==> src/rtl/pwm_dbuf_pkg.sv <==
package pwm_dbuf_pkg;

  typedef enum logic {
    SEL_DUTY = 1'b0,
    SEL_PER  = 1'b1
  } pwm_reg_sel_e;

  localparam int unsigned NUM_REGS = 2;

  // True when the next tick from cnt must wrap to zero.
  function automatic logic wrap_due(input int unsigned cnt, input int unsigned per);
    return (cnt + 1) >= per;
  endfunction

  // Output level inside an enabled period.
  function automatic logic level_at(input int unsigned cnt, input int unsigned duty,
                                    input int unsigned per, input logic pol);
    if (duty >= per) return pol;
    return (cnt < duty) ? pol : ~pol;
  endfunction

endpackage

==> src/rtl/pwm_stage_reg.sv <==
module pwm_stage_reg #(
  parameter int unsigned CW = 8
) (
  input  logic          clk,
  input  logic          rst_n,
  input  logic          wr_i,
  input  logic [CW-1:0] data_i,
  input  logic          load_i,
  output logic [CW-1:0] staged_o,
  output logic [CW-1:0] live_o
);

  logic [CW-1:0] staged_q;
  logic [CW-1:0] staged_d;
  logic [CW-1:0] live_q;

  assign staged_d = wr_i ? data_i : staged_q;

  always_ff @(posedge clk or negedge rst_n) begin
    if (!rst_n) begin
      staged_q <= '0;
      live_q   <= '0;
    end else begin
      staged_q <= staged_d;
      if (load_i) live_q <= staged_d;
    end
  end

  assign staged_o = staged_q;
  assign live_o   = live_q;

endmodule

==> src/rtl/pwm_counter.sv <==
module pwm_counter #(
  parameter int unsigned CW = 8
) (
  input  logic          clk,
  input  logic          rst_n,
  input  logic          en_i,
  input  logic          tick_i,
  input  logic          clr_i,
  input  logic [CW-1:0] per_i,
  output logic [CW-1:0] cnt_o,
  output logic          period_end_o
);
  import pwm_dbuf_pkg::*;

  logic [CW-1:0] cnt_q;
  logic          wrap;

  assign wrap         = wrap_due(32'(cnt_q), 32'(per_i));
  assign period_end_o = en_i && !clr_i && tick_i && wrap;

  always_ff @(posedge clk or negedge rst_n) begin
    if (!rst_n) begin
      cnt_q <= '0;
    end else if (!en_i || clr_i) begin
      cnt_q <= '0;
    end else if (tick_i) begin
      cnt_q <= wrap ? '0 : cnt_q + CW'(1);
    end
  end

  assign cnt_o = cnt_q;

  AST_CLR_ZERO: assert property (@(posedge clk) disable iff (!rst_n)
    en_i && clr_i |=> cnt_q == '0);

  AST_HOLD_DISABLED: assert property (@(posedge clk) disable iff (!rst_n)
    !en_i |=> cnt_q == '0);

  AST_TICK_STEP: assert property (@(posedge clk) disable iff (!rst_n)
    en_i && !clr_i && tick_i && !period_end_o |=> cnt_q == $past(cnt_q) + CW'(1));

  AST_NO_TICK_HOLD: assert property (@(posedge clk) disable iff (!rst_n)
    en_i && !clr_i && !tick_i |=> $stable(cnt_q));

endmodule

==> src/rtl/pwm_wave.sv <==
module pwm_wave #(
  parameter int unsigned CW = 8
) (
  input  logic          en_i,
  input  logic          pol_i,
  input  logic [CW-1:0] cnt_i,
  input  logic [CW-1:0] duty_i,
  input  logic [CW-1:0] per_i,
  output logic          match_o,
  output logic          pwm_o
);
  import pwm_dbuf_pkg::*;

  assign match_o = en_i && (cnt_i == duty_i) && (duty_i < per_i);
  assign pwm_o   = en_i ? level_at(32'(cnt_i), 32'(duty_i), 32'(per_i), pol_i) : ~pol_i;

endmodule

==> src/rtl/pwm_dbuf_channel.sv <==
module pwm_dbuf_channel #(
  parameter int unsigned CW = 8
) (
  input  logic          clk,
  input  logic          rst_n,
  input  logic          tick_i,
  input  logic          chan_en_i,
  input  logic          pol_i,
  input  logic          cnt_clr_i,
  input  logic          wr_en_i,
  input  logic          wr_sel_i,
  input  logic [CW-1:0] wr_data_i,
  input  logic          rd_sel_i,
  output logic [CW-1:0] rd_data_o,
  output logic          pwm_o
);
  import pwm_dbuf_pkg::*;

  logic [CW-1:0] staged [NUM_REGS];
  logic [CW-1:0] live   [NUM_REGS];
  logic [CW-1:0] cnt;
  logic          period_end;
  logic          load_live;
  logic          duty_match;

  // Live settings may change only at a period end, a clear, or while idle.
  assign load_live = !chan_en_i || cnt_clr_i || period_end;

  for (genvar g = 0; g < NUM_REGS; g++) begin : g_reg
    logic hit;
    assign hit = wr_en_i && (wr_sel_i == g[0]);
    pwm_stage_reg #(.CW(CW)) i_stage (
      .clk      (clk),
      .rst_n    (rst_n),
      .wr_i     (hit),
      .data_i   (wr_data_i),
      .load_i   (load_live),
      .staged_o (staged[g]),
      .live_o   (live[g])
    );
  end

  pwm_counter #(.CW(CW)) i_cnt (
    .clk          (clk),
    .rst_n        (rst_n),
    .en_i         (chan_en_i),
    .tick_i       (tick_i),
    .clr_i        (cnt_clr_i),
    .per_i        (live[SEL_PER]),
    .cnt_o        (cnt),
    .period_end_o (period_end)
  );

  pwm_wave #(.CW(CW)) i_wave (
    .en_i    (chan_en_i),
    .pol_i   (pol_i),
    .cnt_i   (cnt),
    .duty_i  (live[SEL_DUTY]),
    .per_i   (live[SEL_PER]),
    .match_o (duty_match),
    .pwm_o   (pwm_o)
  );

  assign rd_data_o = rd_sel_i ? staged[SEL_PER] : staged[SEL_DUTY];

  AST_LIVE_HELD: assert property (@(posedge clk) disable iff (!rst_n)
    chan_en_i && cnt != '0 |-> $stable(live[SEL_DUTY]) && $stable(live[SEL_PER]));

  AST_DUTY_STAGED: assert property (@(posedge clk) disable iff (!rst_n)
    wr_en_i && !wr_sel_i |=> staged[SEL_DUTY] == $past(wr_data_i));

  AST_PER_STAGED: assert property (@(posedge clk) disable iff (!rst_n)
    wr_en_i && wr_sel_i |=> staged[SEL_PER] == $past(wr_data_i));

  AST_MATCH_LEVEL: assert property (@(posedge clk) disable iff (!rst_n)
    duty_match |-> pwm_o == ~pol_i);

endmodule

==> config.mk <==
export PLATFORM = sky130hd
export DESIGN_NAME = pwm_dbuf_channel
export DESIGN_NICKNAME = d
export VERILOG_FILES = /design/src/rtl/pwm_dbuf_pkg.sv /design/src/rtl/pwm_stage_reg.sv /design/src/rtl/pwm_counter.sv /design/src/rtl/pwm_wave.sv /design/src/rtl/pwm_dbuf_channel.sv
export SDC_FILE = /design/constraint.sdc
export NUM_CORES = 1
export LEC_CHECK = 0
export BUFFER_PORTS_ARGS = -buffer_cell sky130_fd_sc_hd__buf_2
export CORE_ASPECT_RATIO = 0.75
export CORE_MARGIN = 5
export CORE_UTILIZATION = 63
export CTS_CLUSTER_SIZE = 25
export DETAILED_ROUTE_END_ITERATION = 8
export HOLD_SLACK_MARGIN = 0.02
export PLACE_DENSITY_LB_ADDON = 0.2
export RECOVER_POWER = 50
export SYNTH_ARGS = -nofsm -noshare
export SYNTH_HDL_FRONTEND = slang
export SYNTH_SLANG_ARGS = --single-unit
==> constraint.sdc <==
create_clock -name clk -period 4.41 [get_ports clk]
set_input_delay 0.6615 -clock clk [delete_from_list [all_inputs] [get_ports clk]]
set_output_delay 0.6615 -clock clk [all_outputs]
set_load 0.005 [all_outputs]
# After elaboration in Yosys (flattened, before gate mapping)

Index checks and enable logic that the tools add are counted.

Register bits after elaboration: 40
Bits of input ports: 17
Output and inout port bits: 9
Word-level logic and storage cells: 33

Add/subtract/negate cells: 2
Magnitude comparators: 3
Muxes and demuxes: 11
Bitwise operators: 2
Reduce and logical (&&, ||, !) cells: 10

Operators by type and width:

| cell                                                          | count |
|---|---|
| 8-bit two-way mux                                             | 6 |
| 32-bit by 8-bit greater-or-equal comparator with 1-bit output | 1 |
| 8-bit by 1-bit adder with 9-bit output, second input constant | 1 |
| 8-bit by 1-bit adder with 8-bit output, second input constant | 1 |
| 8-bit greater-or-equal comparator                             | 1 |
| 8-bit less-than comparator                                    | 1 |
| 1-bit logical AND                                             | 5 |
| 1-bit two-way mux                                             | 5 |
| 1-bit zero test                                               | 2 |
| 1-bit logical OR                                              | 2 |
| 1-bit inverter                                                | 2 |
| 2-bit nonzero test                                            | 1 |

# Longest topological paths before layout

Word-level depth: 5
Depth in mapped cells: 12
Mapped depth without buffers: 10

# Cells and area by module

Synthesis repeated with hierarchy kept, for this count alone.

Cells, all modules: 211
Area total of the unflattened synthesis: 2,658.8 um^2

Modules (own cells, without submodules):

| module           | instances | cells each | area each (um^2) | sequential area each (um^2) |
|---|---|---|---|---|
| pwm_stage_reg    | 2         | 34         | 656.9            | 400.4 |
| pwm_counter      | 1         | 70         | 710.7            | 200.2 |
| pwm_wave         | 1         | 61         | 481.7            | 0.0 |
| pwm_dbuf_channel | 1         | 12         | 152.6            | 0.0 |

# Worst setup path after synthesis

OpenSTA, ideal clock, no wires.

Kind: register to register
Start point: reg i_cnt.cnt_q[0] (netlist: i_cnt.cnt_o[0])
End point: reg g_reg[0].i_stage.live_q[0]
Library setup time: 0.125 ns
Arrival time: 2.540 ns
Data required time: 4.285 ns
Setup slack: 1.745 ns
Cell stages (with the launch flop): 12
Buffers on the path: 2
Period minus slack after synthesis: 2.665 ns
Path through: dfrtp_1 -> ha_1 -> and3_1 -> nand3_1 -> xnor2_1 -> ha_1 -> nand4_1 -> a21oi_1 -> o21ba_2 -> buf_6 -> buf_12 -> mux2_4

Cells in the longest elaborated chain, start to end: 4

RTL lines:

| element                                                       | RTL line               | source |
|---|---|---|
| start, declared                                               | pwm_counter.sv:15      | `logic [CW-1:0] cnt_q;` |
| start signal, assigned                                        | pwm_counter.sv:27      | `cnt_q <= wrap ? '0 : cnt_q + CW'(1);` |
| 8-bit by 1-bit adder with 9-bit output                        | pwm_dbuf_pkg.sv:12     | `return (cnt + 1) >= per;` |
| 32-bit by 8-bit greater-or-equal comparator with 1-bit output | pwm_dbuf_pkg.sv:12     |  |
| 1-bit logical AND                                             | pwm_counter.sv:19      | `assign period_end_o = en_i && !clr_i && tick_i && wrap;` |
| 1-bit logical OR                                              | pwm_dbuf_channel.sv:27 | `assign load_live = !chan_en_i \|\| cnt_clr_i \|\| period_end;` |
| end signal, assigned                                          | pwm_stage_reg.sv:25    | `if (load_i) live_q <= staged_d;` |
| end, declared                                                 | pwm_stage_reg.sv:15    | `logic [CW-1:0] live_q;` |

Every way passes these cells.
A chain may end at the register's enable or synchronous reset.

# Worst setup path in the final report

Start point: reg i_cnt.cnt_q[0] (netlist: i_cnt.cnt_o[0])
End point: reg g_reg[1].i_stage.live_q[4]

Cells in the longest elaborated chain, start to end: 4

RTL lines:

| element                                                       | RTL line |
|---|---|
| 8-bit by 1-bit adder with 9-bit output                        | pwm_dbuf_pkg.sv:12 |
| 32-bit by 8-bit greater-or-equal comparator with 1-bit output | pwm_dbuf_pkg.sv:12 |
| 1-bit logical AND                                             | pwm_counter.sv:19 |
| 1-bit logical OR                                              | pwm_dbuf_channel.sv:27 |
| end signal, assigned                                          | pwm_stage_reg.sv:25 |
| end, declared                                                 | pwm_stage_reg.sv:15 |

Every way passes these cells.

==> out/metrics.cfg <==
[synthesis]
synth_top_family_by_area = multiplexers
synth_area_mm2 = 0.00235
synth-seq-area-share_pct = 42.6
synth_warnings = 0
ys_ff_latch = 40
postSynthCellCount = 194
synth_compound_area_share_pct = 8.41
synthMuxAreaShare_pct = 20.8
synth_edf_count = 0
synth_xor_area_share_pct = 2.61
synthDistinctLibCells = 36
synth_flop_cell = dfrtp_1
synth_area_per_cell_um2 = 12.1
async_flop_share_pct = 100
synthAdderAreaFrac_pct = 12.8
synth_nets = 235
synthSimpleGateAreaFrac_pct = 8.36

[clock_network]
cts_buffer_depth = 2
root_buffer = clkbuf_8
cts-hold-fix-buffers = 0
cts_made_buffers = 5
clk_pin_slew_worst_paths_ns = 0.07
cts_tree = yes
cts_resized = 0
cts.sinks = 40
cts_htree_levels = 2
clock_latency_ns = 0.30
cts_setup_buffers = 0

[layout]
nets = 263
area.growth.synth_to_final_pct = 10.2
diodes = 0
drive_above_1_share_pct = 31.4
final_core_util_pct = 71.2

[worst_setup_path]
endpoint_kind = register
required_ns = 4.59
crit_fanout = 16
crit_slowest_cell = o21ba_2
worstSetupPathType = register to register
worstPathArrival_ns = 3.28
max_stage_delay_ns = 0.58
critPathCapture = g_reg[1].i_stage.live_o[4]
regToRegSetupSlack_ns = 1.31
critPathLaunch = i_cnt.cnt_o[0]
rr_endpoint = g_reg[1].i_stage.live_o[4]
crit_path_start_kind = register
reg2regPathDepth = 9
crit_path_cell_trace = ha_1 > and3_1 > nand3_1 > xnor2_1 > ha_1 > nand4_1 > a21oi_1 > o21ba_2 > mux2_2
cp_common_cell = ha_1
crit-reg2reg-launch = i_cnt.cnt_o[0]

[detailed_routing]
antenna_left = 0
via_per_inst = 5.64
drc = 0
drt-initial-drc-count = 60
wl_per_cell_um = 16.8
first_pass_iters = 4
vias = 1550
wl_um = 4630

[global_routing]
grt_usage_pct = 20.3
grt_max_degree = 41
grt_antenna_before_repair = 0
first_global_vias = 1663
grt_pass1_wl_um = 7780
gr-total-overflow = 0

[sta]
setup_viol = 0
finalHoldViolCount = 0
maxSlewViolCount = 41
fmax_ghz = 0.323
min_period_over_period_pct = 70.2
worstMarginPinSlew_ns = 2.06
setup-tns-final_ns = 0
skew_ns = 0.0102
relSlewSlack_pct = -37.2
fin_hold_ws_ns = 0.523
period_needed_ns = 3.10
setup_ws_ns = 1.31
rsz0062_at_grt = false

[power]
power_density_mw_per_mm2 = 370
total_leakage_power_uw = 0.00128
total_power_uw = 957
ir_drop_uv = 242

[floorplanning]
die_w_um = 80.5
die_y_um = 62.9
core_area_mm2 = 0.00364
start_util_pct = 64.6
die_area_mm2 = 0.00507
ios = 26
rows = 19

[run_status]
violations = max-capacitance violations, max-slew violations
status = finished with violations

[placement]
dp_slack_ns = 1.34
hpwl_um = 3500
place_congestion = 0.889
io_buffers = 25

[worst_hold_path]
hold_path.class = register to register
min_from = g_reg[1].i_stage.live_o[2]

[job]
cap_viol_max_count = 1

-- kinds of logic after synthesis --
group	after synthesis
compound gates	27
xor+xnor	7
fa+ha+maj	24
buf+inv	22
flops	40
mux	40
simple gates	34
-- metrics by stage --
step           instance area [µm²]  std cells
4_1_cts                       2590        275
5_1_grt                       2590        275
3_5_place_dp                  2500        267
2_1_floorplan                 2350        194
6_report                      2590        275
3_3_place_gp                  2500        267
-- Yosys cell counts, types with 2 or more instances --
cell type	n	share of area, %
nand3_1	5	1.1
nand4_1	4	1.1
mux2_2	30	14
dfrtp_1	40	43
o211ai_1	2	0.64
xnor2_1	5	1.9
nor3b_1	2	0.64
nor2b_1	4	1.1
nand2b_1	2	0.53
nor3_1	3	0.64
o21ai_0	4	0.85
a21o_1	2	0.64
nor2_1	3	0.48
ha_1	24	13
inv_1	18	2.9
o31ai_1	2	0.64
clkbuf_1	2	0.32
nand2_1	5	0.80
a221o_1	2	0.85
xor2_1	2	0.75
mux2_4	10	6.4
a21oi_1	5	1.1
a22o_1	5	1.9
-- worst min path at each step --
stage	end	cells past startpoint
after floorplan	g_reg[0].i_stage.live_o[0]	0
after global routing	g_reg[1].i_stage.live_o[7]	1
after global placement	g_reg[1].i_stage.live_o[1]	1
after detailed placement	g_reg[1].i_stage.live_o[3]	1
final	g_reg[1].i_stage.live_o[2]	1
after CTS	g_reg[1].i_stage.staged_o[1]	1
-- layout make-up --
type | instances | area, µm²
clock inverter | 2 | 16.3
inverter | 18 | 67.6
tap | 52 | 65.1
sequential | 40 | 1000
fill | 270 | 1050
clock buffer | 6 | 72.6
timing repair buffer | 25 | 124
multi-input combinational | 132 | 1240
-- power breakdown --
| part | switching (µW) | leakage (µW) | internal (µW) |
|---|---|---|---|
| Sequential | 37.1 | 0.000487 | 421 |
| Clock | 133 | 0.0000414 | 112 |
| Combinational | 121 | 0.000755 | 132 |
| Total | 292 | 0.00128 | 666 |
-- routing by layer --
| layer | up-vias | routed length [µm] | global-route usage (%) | part of all wire, % |
|---|---|---|---|---|
| met2 | 37 | 2200 | 32.7 | 48 |
| li1 | 755 | - | - | - |
| met4 | 0 | 111 | 9.07 | 2.4 |
| met1 | 745 | 2090 | 25.0 | 45 |
| met3 | 13 | 228 | 5.91 | 4.9 |
| met5 | - | 0 | 0 | 0 |
-- placed cells by master (no fill, tap or decap), types with 3 or more instances in the layout --
cell / n
dfrtp_1: 40
mux2_2: 26
ha_1: 24
buf_2: 24
inv_1: 18
mux2_4: 10
nand3_1: 5
xnor2_1: 5
nand2_1: 5
a21oi_1: 5
a22o_1: 5
clkbuf_8: 5
mux2_1: 4
nor2b_1: 4
o21ai_0: 4
nand4_1: 4
nor3_1: 3
nor2_1: 3
-- worst max-delay path, delay by kind of cell, from the launching register on --
kind | cells | cell delay [ns]
AOI/OAI and AO/OA | 2 | 0.98
adders and majority gates | 2 | 0.56
and+or+nand+nor | 3 | 0.43
DFF | 1 | 0.43
muxes | 1 | 0.40
xor gates and xnor gates | 1 | 0.17
-- state kept, by name (all words and copies together) (netlist names) --
register,count
g.i_stage.live_o,16
i_cnt.cnt_o,8
g.i_stage.staged_o,16
No activity file was read; power rests on OpenSTA's default activity.
